--- src/rtl/lkmon_pkg.sv ---
package lkmon_pkg;

   typedef struct packed {
      logic sd;
      logic dv;
      logic er;
   } lk_sample_t;

   localparam lk_sample_t SAMPLE_NORMAL = '{sd: 1'b1, dv: 1'b1, er: 1'b0};

   localparam int CTRL_W     = 6;
   localparam int LIVE_LSB   = 6;
   localparam int STICKY_LSB = 9;
   localparam int STICKY_W   = 4;

   localparam int ST_LOS  = 0;
   localparam int ST_IDLE = 1;
   localparam int ST_CE   = 2;
   localparam int ST_EP   = 3;

   localparam int CT_TXDIS = 0;
   localparam int CT_ENA   = 1;
   localparam int CT_LOOP  = 2;
   localparam int CT_PRBS  = 3;
   localparam int CT_TXEN  = 4;
   localparam int CT_TXER  = 5;

endpackage

--- src/rtl/lkmon_sync.sv ---
module lkmon_sync #(
   parameter int          WIDTH   = 3,
   parameter int          STAGES  = 2,
   parameter logic [WIDTH-1:0] RST_VAL = '0
) (
   input  logic             clk,
   input  logic             rst,
   input  logic [WIDTH-1:0] d,
   output logic [WIDTH-1:0] q
);

   generate
      if (STAGES < 2) begin : g_bad_stages
         $error("lkmon_sync: STAGES must be at least 2");
      end
      if (WIDTH < 1) begin : g_bad_width
         $error("lkmon_sync: WIDTH must be positive");
      end
   endgenerate

   logic [STAGES-1:0][WIDTH-1:0] stage_q;

   always_ff @(posedge clk) begin
      if (rst) begin
         for (int i = 0; i < STAGES; i++) stage_q[i] <= RST_VAL;
      end else begin
         stage_q[0] <= d;
         for (int i = 1; i < STAGES; i++) stage_q[i] <= stage_q[i-1];
      end
   end

   assign q = stage_q[STAGES-1];

endmodule

--- src/rtl/lkmon_classify.sv ---
module lkmon_classify
   import lkmon_pkg::*;
#(
   parameter int IDLE_RUN = 3
) (
   input  logic                clk,
   input  logic                rst,
   input  lk_sample_t          smp,
   output logic [STICKY_W-1:0] sticky_o,
   output logic                in_sync_o,
   output logic                ce_word_o,
   output logic                ep_word_o
);

   localparam int RUN_W = $clog2(IDLE_RUN + 1);
   localparam logic [RUN_W-1:0] RUN_LAST = RUN_W'(IDLE_RUN - 1);

   generate
      if (IDLE_RUN < 1) begin : g_bad_run
         $error("lkmon_classify: IDLE_RUN must be at least 1");
      end
   endgenerate

   logic                is_idle;
   logic [RUN_W-1:0]    run_q;
   logic [STICKY_W-1:0] hit;
   logic [STICKY_W-1:0] sticky_q;

   assign is_idle   = !smp.dv && !smp.er;
   assign in_sync_o = is_idle && (run_q >= RUN_LAST);

   always_ff @(posedge clk) begin
      if (rst) begin
         run_q <= '0;
      end else if (!is_idle) begin
         run_q <= '0;
      end else if (run_q < RUN_LAST) begin
         run_q <= run_q + 1'b1;
      end
   end

   always_comb begin
      hit          = '0;
      hit[ST_LOS]  = !smp.sd;
      hit[ST_IDLE] = smp.sd && is_idle;
      hit[ST_CE]   = smp.sd && !smp.dv && smp.er;
      hit[ST_EP]   = smp.sd && smp.dv && smp.er;
   end

   assign ce_word_o = hit[ST_CE];
   assign ep_word_o = hit[ST_EP];

   always_ff @(posedge clk) begin
      if (rst) begin
         sticky_q <= '0;
      end else if (in_sync_o) begin
         sticky_q <= '0;
      end else begin
         sticky_q <= sticky_q | hit;
      end
   end

   assign sticky_o = sticky_q;

   // a synchronization sample empties every sticky bit on the next cycle
   assert_sync_clears_R8: assert property (@(posedge clk) disable iff (rst)
      in_sync_o |=> (sticky_o == '0));

   // outside synchronization no sticky bit ever falls
   assert_sticky_hold_R7: assert property (@(posedge clk) disable iff (rst)
      !in_sync_o |=> ((sticky_o & $past(sticky_o)) == $past(sticky_o)));

   // a normal sample leaves the sticky bits unchanged
   assert_normal_quiet_R7: assert property (@(posedge clk) disable iff (rst)
      (smp == SAMPLE_NORMAL) |=> (sticky_o == $past(sticky_o)));

endmodule

--- src/rtl/lkmon_errcnt.sv ---
module lkmon_errcnt #(
   parameter int CNT_W = 10
) (
   input  logic             clk,
   input  logic             rst,
   input  logic             clr,
   input  logic             inc,
   output logic [CNT_W-1:0] cnt_o
);

   localparam logic [CNT_W-1:0] CNT_MAX = '1;

   generate
      if (CNT_W < 1) begin : g_bad_w
         $error("lkmon_errcnt: CNT_W must be positive");
      end
   endgenerate

   logic [CNT_W-1:0] cnt_q;

   always_ff @(posedge clk) begin
      if (rst || clr) begin
         cnt_q <= '0;
      end else if (inc && (cnt_q != CNT_MAX)) begin
         cnt_q <= cnt_q + 1'b1;
      end
   end

   assign cnt_o = cnt_q;

   // once at the maximum the counter stays there until cleared
   assert_saturate_R10: assert property (@(posedge clk) disable iff (rst)
      ((cnt_o == CNT_MAX) && !clr) |=> (cnt_o == CNT_MAX));

   // the count moves by at most one per cycle
   assert_single_step_R9: assert property (@(posedge clk) disable iff (rst)
      !clr |=> ((cnt_o == $past(cnt_o)) || (cnt_o == $past(cnt_o) + 1'b1)));

   // synchronization clears the counter
   assert_clear_R8: assert property (@(posedge clk) disable iff (rst)
      clr |=> (cnt_o == '0));

endmodule

--- src/rtl/lkmon_regs.sv ---
module lkmon_regs
   import lkmon_pkg::*;
#(
   parameter int DATA_W = 16,
   parameter int CNT_W  = 10
) (
   input  logic                clk,
   input  logic                rst,
   input  logic                wr,
   input  logic                sel,
   input  logic [DATA_W-1:0]   wdata,
   input  lk_sample_t          live,
   input  logic [STICKY_W-1:0] sticky,
   input  logic [CNT_W-1:0]    cnt,
   output logic [DATA_W-1:0]   rdata,
   output logic [CTRL_W-1:0]   ctrl_o,
   output logic                sel_ce_o,
   output logic                sel_ep_o
);

   localparam int SEL_CE_BIT = CNT_W;
   localparam int SEL_EP_BIT = CNT_W + 1;

   generate
      if (CNT_W + 2 > DATA_W) begin : g_bad_cnt
         $error("lkmon_regs: counter plus select bits exceed the word");
      end
      if (STICKY_LSB + STICKY_W > DATA_W) begin : g_bad_sticky
         $error("lkmon_regs: status field exceeds the word");
      end
   endgenerate

   logic [CTRL_W-1:0] ctrl_q;
   logic              sel_ce_q;
   logic              sel_ep_q;
   logic              unused_wdata;

   assign unused_wdata = ^wdata;

   always_ff @(posedge clk) begin
      if (rst) begin
         ctrl_q   <= '0;
         sel_ce_q <= 1'b0;
         sel_ep_q <= 1'b0;
      end else if (wr) begin
         if (!sel) begin
            ctrl_q <= wdata[CTRL_W-1:0];
         end else begin
            sel_ce_q <= wdata[SEL_CE_BIT];
            sel_ep_q <= wdata[SEL_EP_BIT];
         end
      end
   end

   always_comb begin
      rdata = '0;
      if (!sel) begin
         rdata[CTRL_W-1:0]            = ctrl_q;
         rdata[LIVE_LSB]              = live.sd;
         rdata[LIVE_LSB+1]            = live.dv;
         rdata[LIVE_LSB+2]            = live.er;
         rdata[STICKY_LSB +: STICKY_W] = sticky;
      end else begin
         rdata[CNT_W-1:0]  = cnt;
         rdata[SEL_CE_BIT] = sel_ce_q;
         rdata[SEL_EP_BIT] = sel_ep_q;
      end
   end

   assign ctrl_o   = ctrl_q;
   assign sel_ce_o = sel_ce_q;
   assign sel_ep_o = sel_ep_q;

   // a write to word 0 lands in the control field
   assert_ctrl_write_R2: assert property (@(posedge clk) disable iff (rst)
      (wr && !sel) |=> (ctrl_o == $past(wdata[CTRL_W-1:0])));

   // the control field moves only on a word 0 write
   assert_ctrl_hold_R2: assert property (@(posedge clk) disable iff (rst)
      !(wr && !sel) |=> $stable(ctrl_o));

   // count selects move only on a word 1 write
   assert_sel_hold_R11: assert property (@(posedge clk) disable iff (rst)
      !(wr && sel) |=> ($stable(sel_ce_o) && $stable(sel_ep_o)));

endmodule

--- src/rtl/link_err_monitor.sv ---
module link_err_monitor
   import lkmon_pkg::*;
#(
   parameter int DATA_W      = 16,
   parameter int CNT_W       = 10,
   parameter int IDLE_RUN    = 3,
   parameter int SYNC_STAGES = 2
) (
   input  logic              clk,
   input  logic              rst,
   input  logic              sig_detect_i,
   input  logic              rx_valid_i,
   input  logic              rx_error_i,
   input  logic              reg_wr_i,
   input  logic              reg_sel_i,
   input  logic [DATA_W-1:0] reg_wdata_i,
   output logic [DATA_W-1:0] reg_rdata_o,
   output logic              tx_disable_o,
   output logic              serdes_en_o,
   output logic              loopback_o,
   output logic              prbs_en_o,
   output logic              tx_en_o,
   output logic              tx_err_code_o
);

   localparam int SMP_W = $bits(lk_sample_t);

   lk_sample_t          pin_smp;
   lk_sample_t          smp;
   logic [SMP_W-1:0]    smp_bits;
   logic [STICKY_W-1:0] sticky;
   logic                in_sync;
   logic                ce_word;
   logic                ep_word;
   logic                sel_ce;
   logic                sel_ep;
   logic                cnt_inc;
   logic [CNT_W-1:0]    cnt;
   logic [CTRL_W-1:0]   ctrl;

   assign pin_smp = '{sd: sig_detect_i, dv: rx_valid_i, er: rx_error_i};

   lkmon_sync #(
      .WIDTH   (SMP_W),
      .STAGES  (SYNC_STAGES),
      .RST_VAL (SAMPLE_NORMAL)
   ) u_sync (
      .clk (clk),
      .rst (rst),
      .d   (pin_smp),
      .q   (smp_bits)
   );

   assign smp = lk_sample_t'(smp_bits);

   lkmon_classify #(
      .IDLE_RUN (IDLE_RUN)
   ) u_classify (
      .clk       (clk),
      .rst       (rst),
      .smp       (smp),
      .sticky_o  (sticky),
      .in_sync_o (in_sync),
      .ce_word_o (ce_word),
      .ep_word_o (ep_word)
   );

   assign cnt_inc = (sel_ce && ce_word) || (sel_ep && ep_word);

   lkmon_errcnt #(
      .CNT_W (CNT_W)
   ) u_errcnt (
      .clk   (clk),
      .rst   (rst),
      .clr   (in_sync),
      .inc   (cnt_inc),
      .cnt_o (cnt)
   );

   lkmon_regs #(
      .DATA_W (DATA_W),
      .CNT_W  (CNT_W)
   ) u_regs (
      .clk      (clk),
      .rst      (rst),
      .wr       (reg_wr_i),
      .sel      (reg_sel_i),
      .wdata    (reg_wdata_i),
      .live     (smp),
      .sticky   (sticky),
      .cnt      (cnt),
      .rdata    (reg_rdata_o),
      .ctrl_o   (ctrl),
      .sel_ce_o (sel_ce),
      .sel_ep_o (sel_ep)
   );

   assign tx_disable_o  = ctrl[CT_TXDIS];
   assign serdes_en_o   = ctrl[CT_ENA];
   assign loopback_o    = ctrl[CT_LOOP];
   assign prbs_en_o     = ctrl[CT_PRBS];
   assign tx_en_o       = ctrl[CT_TXEN];
   assign tx_err_code_o = ctrl[CT_TXER];

   // the counter only advances when a selected class is present
   assert_count_needs_word_R9: assert property (@(posedge clk) disable iff (rst)
      (!cnt_inc && !in_sync) |=> $stable(cnt));

endmodule

--- config.mk ---
export PLATFORM = sky130hd
export DESIGN_NAME = link_err_monitor
export DESIGN_NICKNAME = d
export VERILOG_FILES = /design/src/rtl/lkmon_pkg.sv /design/src/rtl/lkmon_sync.sv /design/src/rtl/lkmon_classify.sv /design/src/rtl/lkmon_errcnt.sv /design/src/rtl/lkmon_regs.sv /design/src/rtl/link_err_monitor.sv
export SDC_FILE = /design/constraint.sdc
export NUM_CORES = 1
export LEC_CHECK = 0
export ABC_AREA = 0
export BUFFER_PORTS_ARGS = -buffer_cell sky130_fd_sc_hd__buf_2
export CORE_AREA = 2 2 67 50
export DETAILED_ROUTE_END_ITERATION = 10
export DIE_AREA = 0 0 69 52
export PLACE_DENSITY_LB_ADDON = 0.1
export SYNTH_ARGS = -nofsm -noshare
export SYNTH_HDL_FRONTEND = slang
export SYNTH_SLANG_ARGS = --single-unit
--- constraint.sdc ---
create_clock -name clk -period 2.15 [get_ports clk]
set_input_delay 0.215 -clock clk [delete_from_list [all_inputs] [get_ports clk]]
set_output_delay 0.215 -clock clk [all_outputs]
set_load 0.01 [all_outputs]
==> flow_metrics.env <==
export IMPL_status="completed"
export IMPL_timing_critical_path_buf_inv=1
export IMPL_netlist_top_cells_area="dfxtp_1, mux2_2, mux2i_1"
export IMPL_cts_root_buf="clkbuf_8"
export IMPL_post_route_util_pct=55.55
export IMPL_r2r_end="u_errcnt.cnt_o[6]"
export IMPL_routedWlPerCell_um=13.09
export IMPL_cts_hold_buf=0
export IMPL_drt_total_wl_um=2906
export IMPL_totalPowerFinal_mw=1.157
export IMPL_cts_sinks=30
export IMPL_reg2reg_slack_ns=0.37
export IMPL_rsz0062_at_grt="false"
export IMPL_grt_usage_pct=17.77
export IMPL_min_from="sig_detect_i"
export IMPL_final_common_cell="buf_2"
export IMPL_finalCritPeriodShare_pct=82.83
export IMPL_start_util_pct=46.60
export IMPL_drc=0
export IMPL_grt_max_degree=19
export IMPL_hold_end="u_sync.stage_q[2]"
export IMPL_internal_power_uw=873.5
export IMPL_layout_common_cells="buf_2, dfxtp_1, nor2_1"
export IMPL_ir_worst_vdd_mv=0.3902
export IMPL_cp_data_required_time_ns=2.31
export IMPL_leakagePower_nw=0.7049
export IMPL_antenna_found_initial=0
export IMPL_fin_skew_ns=0.004869
export IMPL_synth_cell_types=34
export IMPL_critPathLaunchType="register"
export IMPL_port_buffers=33
export IMPL_drt_pass1_iterations=4
export IMPL_min_path_cells=2
export IMPL_path_class="register to register"
export IMPL_p_clk_share_pct=41.5
export IMPL_crit_fanout=9
export IMPL_cts_setup_buffers=0
export IMPL_die_y_um=52
export IMPL_ant_nets=0
export IMPL_r2r_start="u_errcnt.cnt_o[0]"
export IMPL_drive_gt1_share_pct=33.15
export IMPL_area_delta_synth_final_pct=19.21
export IMPL_grt_overflow=0
export IMPL_synth_area_um2=1388
export IMPL_min_delay_path_class="input port to register"
export IMPL_nets=208
export IMPL_grt_pass1_wl_um=4857
export IMPL_netSwitchingFraction_pct=24.49
export IMPL_slew_viol_final=0
export IMPL_critical_path_top_delay_family="flip-flops"
export IMPL_placementRows=17
export IMPL_max_freq_mhz=561.5
export IMPL_cts_resized=0
export IMPL_whs_ns=0.1077
export IMPL_hold_viol=0
export IMPL_cts_tree="yes"
export IMPL_comb_power_share_pct=8.1
export IMPL_tightest_slew_ns=0.6597
export IMPL_synth_top_area_cell="dfxtp_1"
export IMPL_crit_path_cell_trace="ha_1, inv_1, or2_2, o311ai_0, o41ai_1"
export IMPL_htreeDepth=2
export IMPL_cts_buffer_depth=2
export IMPL_seq_area_frac_synth_pct=43.28
export IMPL_die_x_um=69
export IMPL_avgSynthCellArea_um2=9.189
export IMPL_setup_ws_ns=0.3690
export IMPL_setup_tns_final_ns=0
export IMPL_grt_pass1_vias=1073
export IMPL_gp_congestion=0.8225
export IMPL_synth_top_area_share_pct=43.28
export IMPL_max_slew_margin_rel_pct=55.93
export IMPL_antenna_cells=0
export IMPL_end_kind="register"
export IMPL_die_area_um2=3588
export IMPL_synthCells=151
export IMPL_p_seq_share_pct=50.5
export IMPL_rr_worst_depth=5
export IMPL_p_switching_uw=283.3
export IMPL_drt_iter0_drc=58
export IMPL_place_ws_ns=0.3639
export IMPL_core_area_um2=2978
export IMPL_period_minus_slack_ns=1.781
export IMPL_cts_buffers=5
export IMPL_synth_warnings=0
export IMPL_slowest_stage="dfxtp_1"
export IMPL_ys_ff_latch=30
export IMPL_vias=1190
export IMPL_io_pins=45
export IMPL_dp_hpwl_um=2087
export IMPL_max_stage_delay_ns=0.48
export IMPL_setup_violations=0
export IMPL_viasPerCell=5.360
export IMPL_p_per_area_nw_per_um2=699.4
export IMPL_arrival_ns=1.94
export IMPL_clock_latency_ns=0.29
export IMPL_clk_pin_slew_ns=0.06
export IMPL_cap_violations=0
[through the flow]
step / area [um2] / instances
after floorplan: 1395 / 153
after global placement: 1559 / 214
after detailed placement: 1559 / 214
after CTS: 1654 / 222
after global routing: 1654 / 222
final: 1654 / 222
[cells by family after synthesis]
kind of cell	synth area share, %
other cells	0.2703
buf+inv	6.222
mux	14.70
simple gates	20.47
compound gates	12.63
flops	43.28
xor+xnor	0.6313
fa+ha+maj	1.803
[sequential cells by signal, indices dropped and copies added (netlist names)]
name / count
u_classify.run_q: 2
u_classify.sticky_o: 4
u_errcnt.cnt_o: 10
u_regs.ctrl_o: 6
u_regs.sel_ce_o: 1
u_regs.sel_ep_o: 1
u_sync.q: 3
u_sync.stage_q: 3
[power groups by stage]
stage          Combinational [mW]  Sequential [mW]  Clock (mW)
2_1_floorplan              0.0639            0.595           0
3_3_place_gp               0.0923            0.596           0
3_5_place_dp               0.0937            0.596           0
4_1_cts                    0.0941            0.584       0.496
5_1_grt                     0.104            0.586       0.516
6_report                   0.0932            0.584       0.480
[synthesized netlist by cell type, drive strengths merged]
cell / count
mux2: 11
nand4: 4
conb: 1
mux2i: 8
a31oi: 3
buf: 5
a2111oi: 1
a21o: 1
o41ai: 1
o211ai: 1
dfxtp: 30
nand3: 5
nor2: 13
and4: 1
o21ai: 2
clkbuf: 7
and3: 1
xor2: 1
inv: 6
ha: 2
o311ai: 1
nor2b: 4
or4: 4
or2: 7
nor4: 3
or3: 1
nor4b: 1
nand2: 8
o211a: 1
nor3: 1
a211oi: 1
a21oi: 10
o31ai: 5
[how the worst max path moves through the flow]
stage / end / cells after the start / slack (ns) / start
after detailed placement: u_errcnt.cnt_o[6] / 5 / 0.36 / u_errcnt.cnt_o[0]
final: u_errcnt.cnt_o[6] / 5 / 0.37 / u_errcnt.cnt_o[0]
after global routing: u_errcnt.cnt_o[6] / 5 / 0.18 / u_errcnt.cnt_o[0]
after global placement: u_errcnt.cnt_o[6] / 5 / 0.44 / u_errcnt.cnt_o[1]
after CTS: u_errcnt.cnt_o[6] / 5 / 0.36 / u_errcnt.cnt_o[0]
after floorplan: u_errcnt.cnt_o[6] / 5 / 0.59 / u_errcnt.cnt_o[0]
[routing by layer]
metal  vias to the layer above  part of all wire (%)  global-route usage [%]
li1                        603                     -                       -
met1                       552                    52                   22.82
met2                        30                    41                   26.28
met3                         5                   5.3                   6.202
met4                         0                   1.7                   9.804
met5                         -                     0                       0
[cell type report]
type                       count  area, um2
inverter                       6      22.52
timing repair buffer          35      180.2
fill                         289       1324
multi-input combinational    105      708.2
clock buffer                   6      82.58
tap                           38      47.55
sequential                    30      600.6
clock inverter                 2      12.51
(Power assumes the default switching activity.)
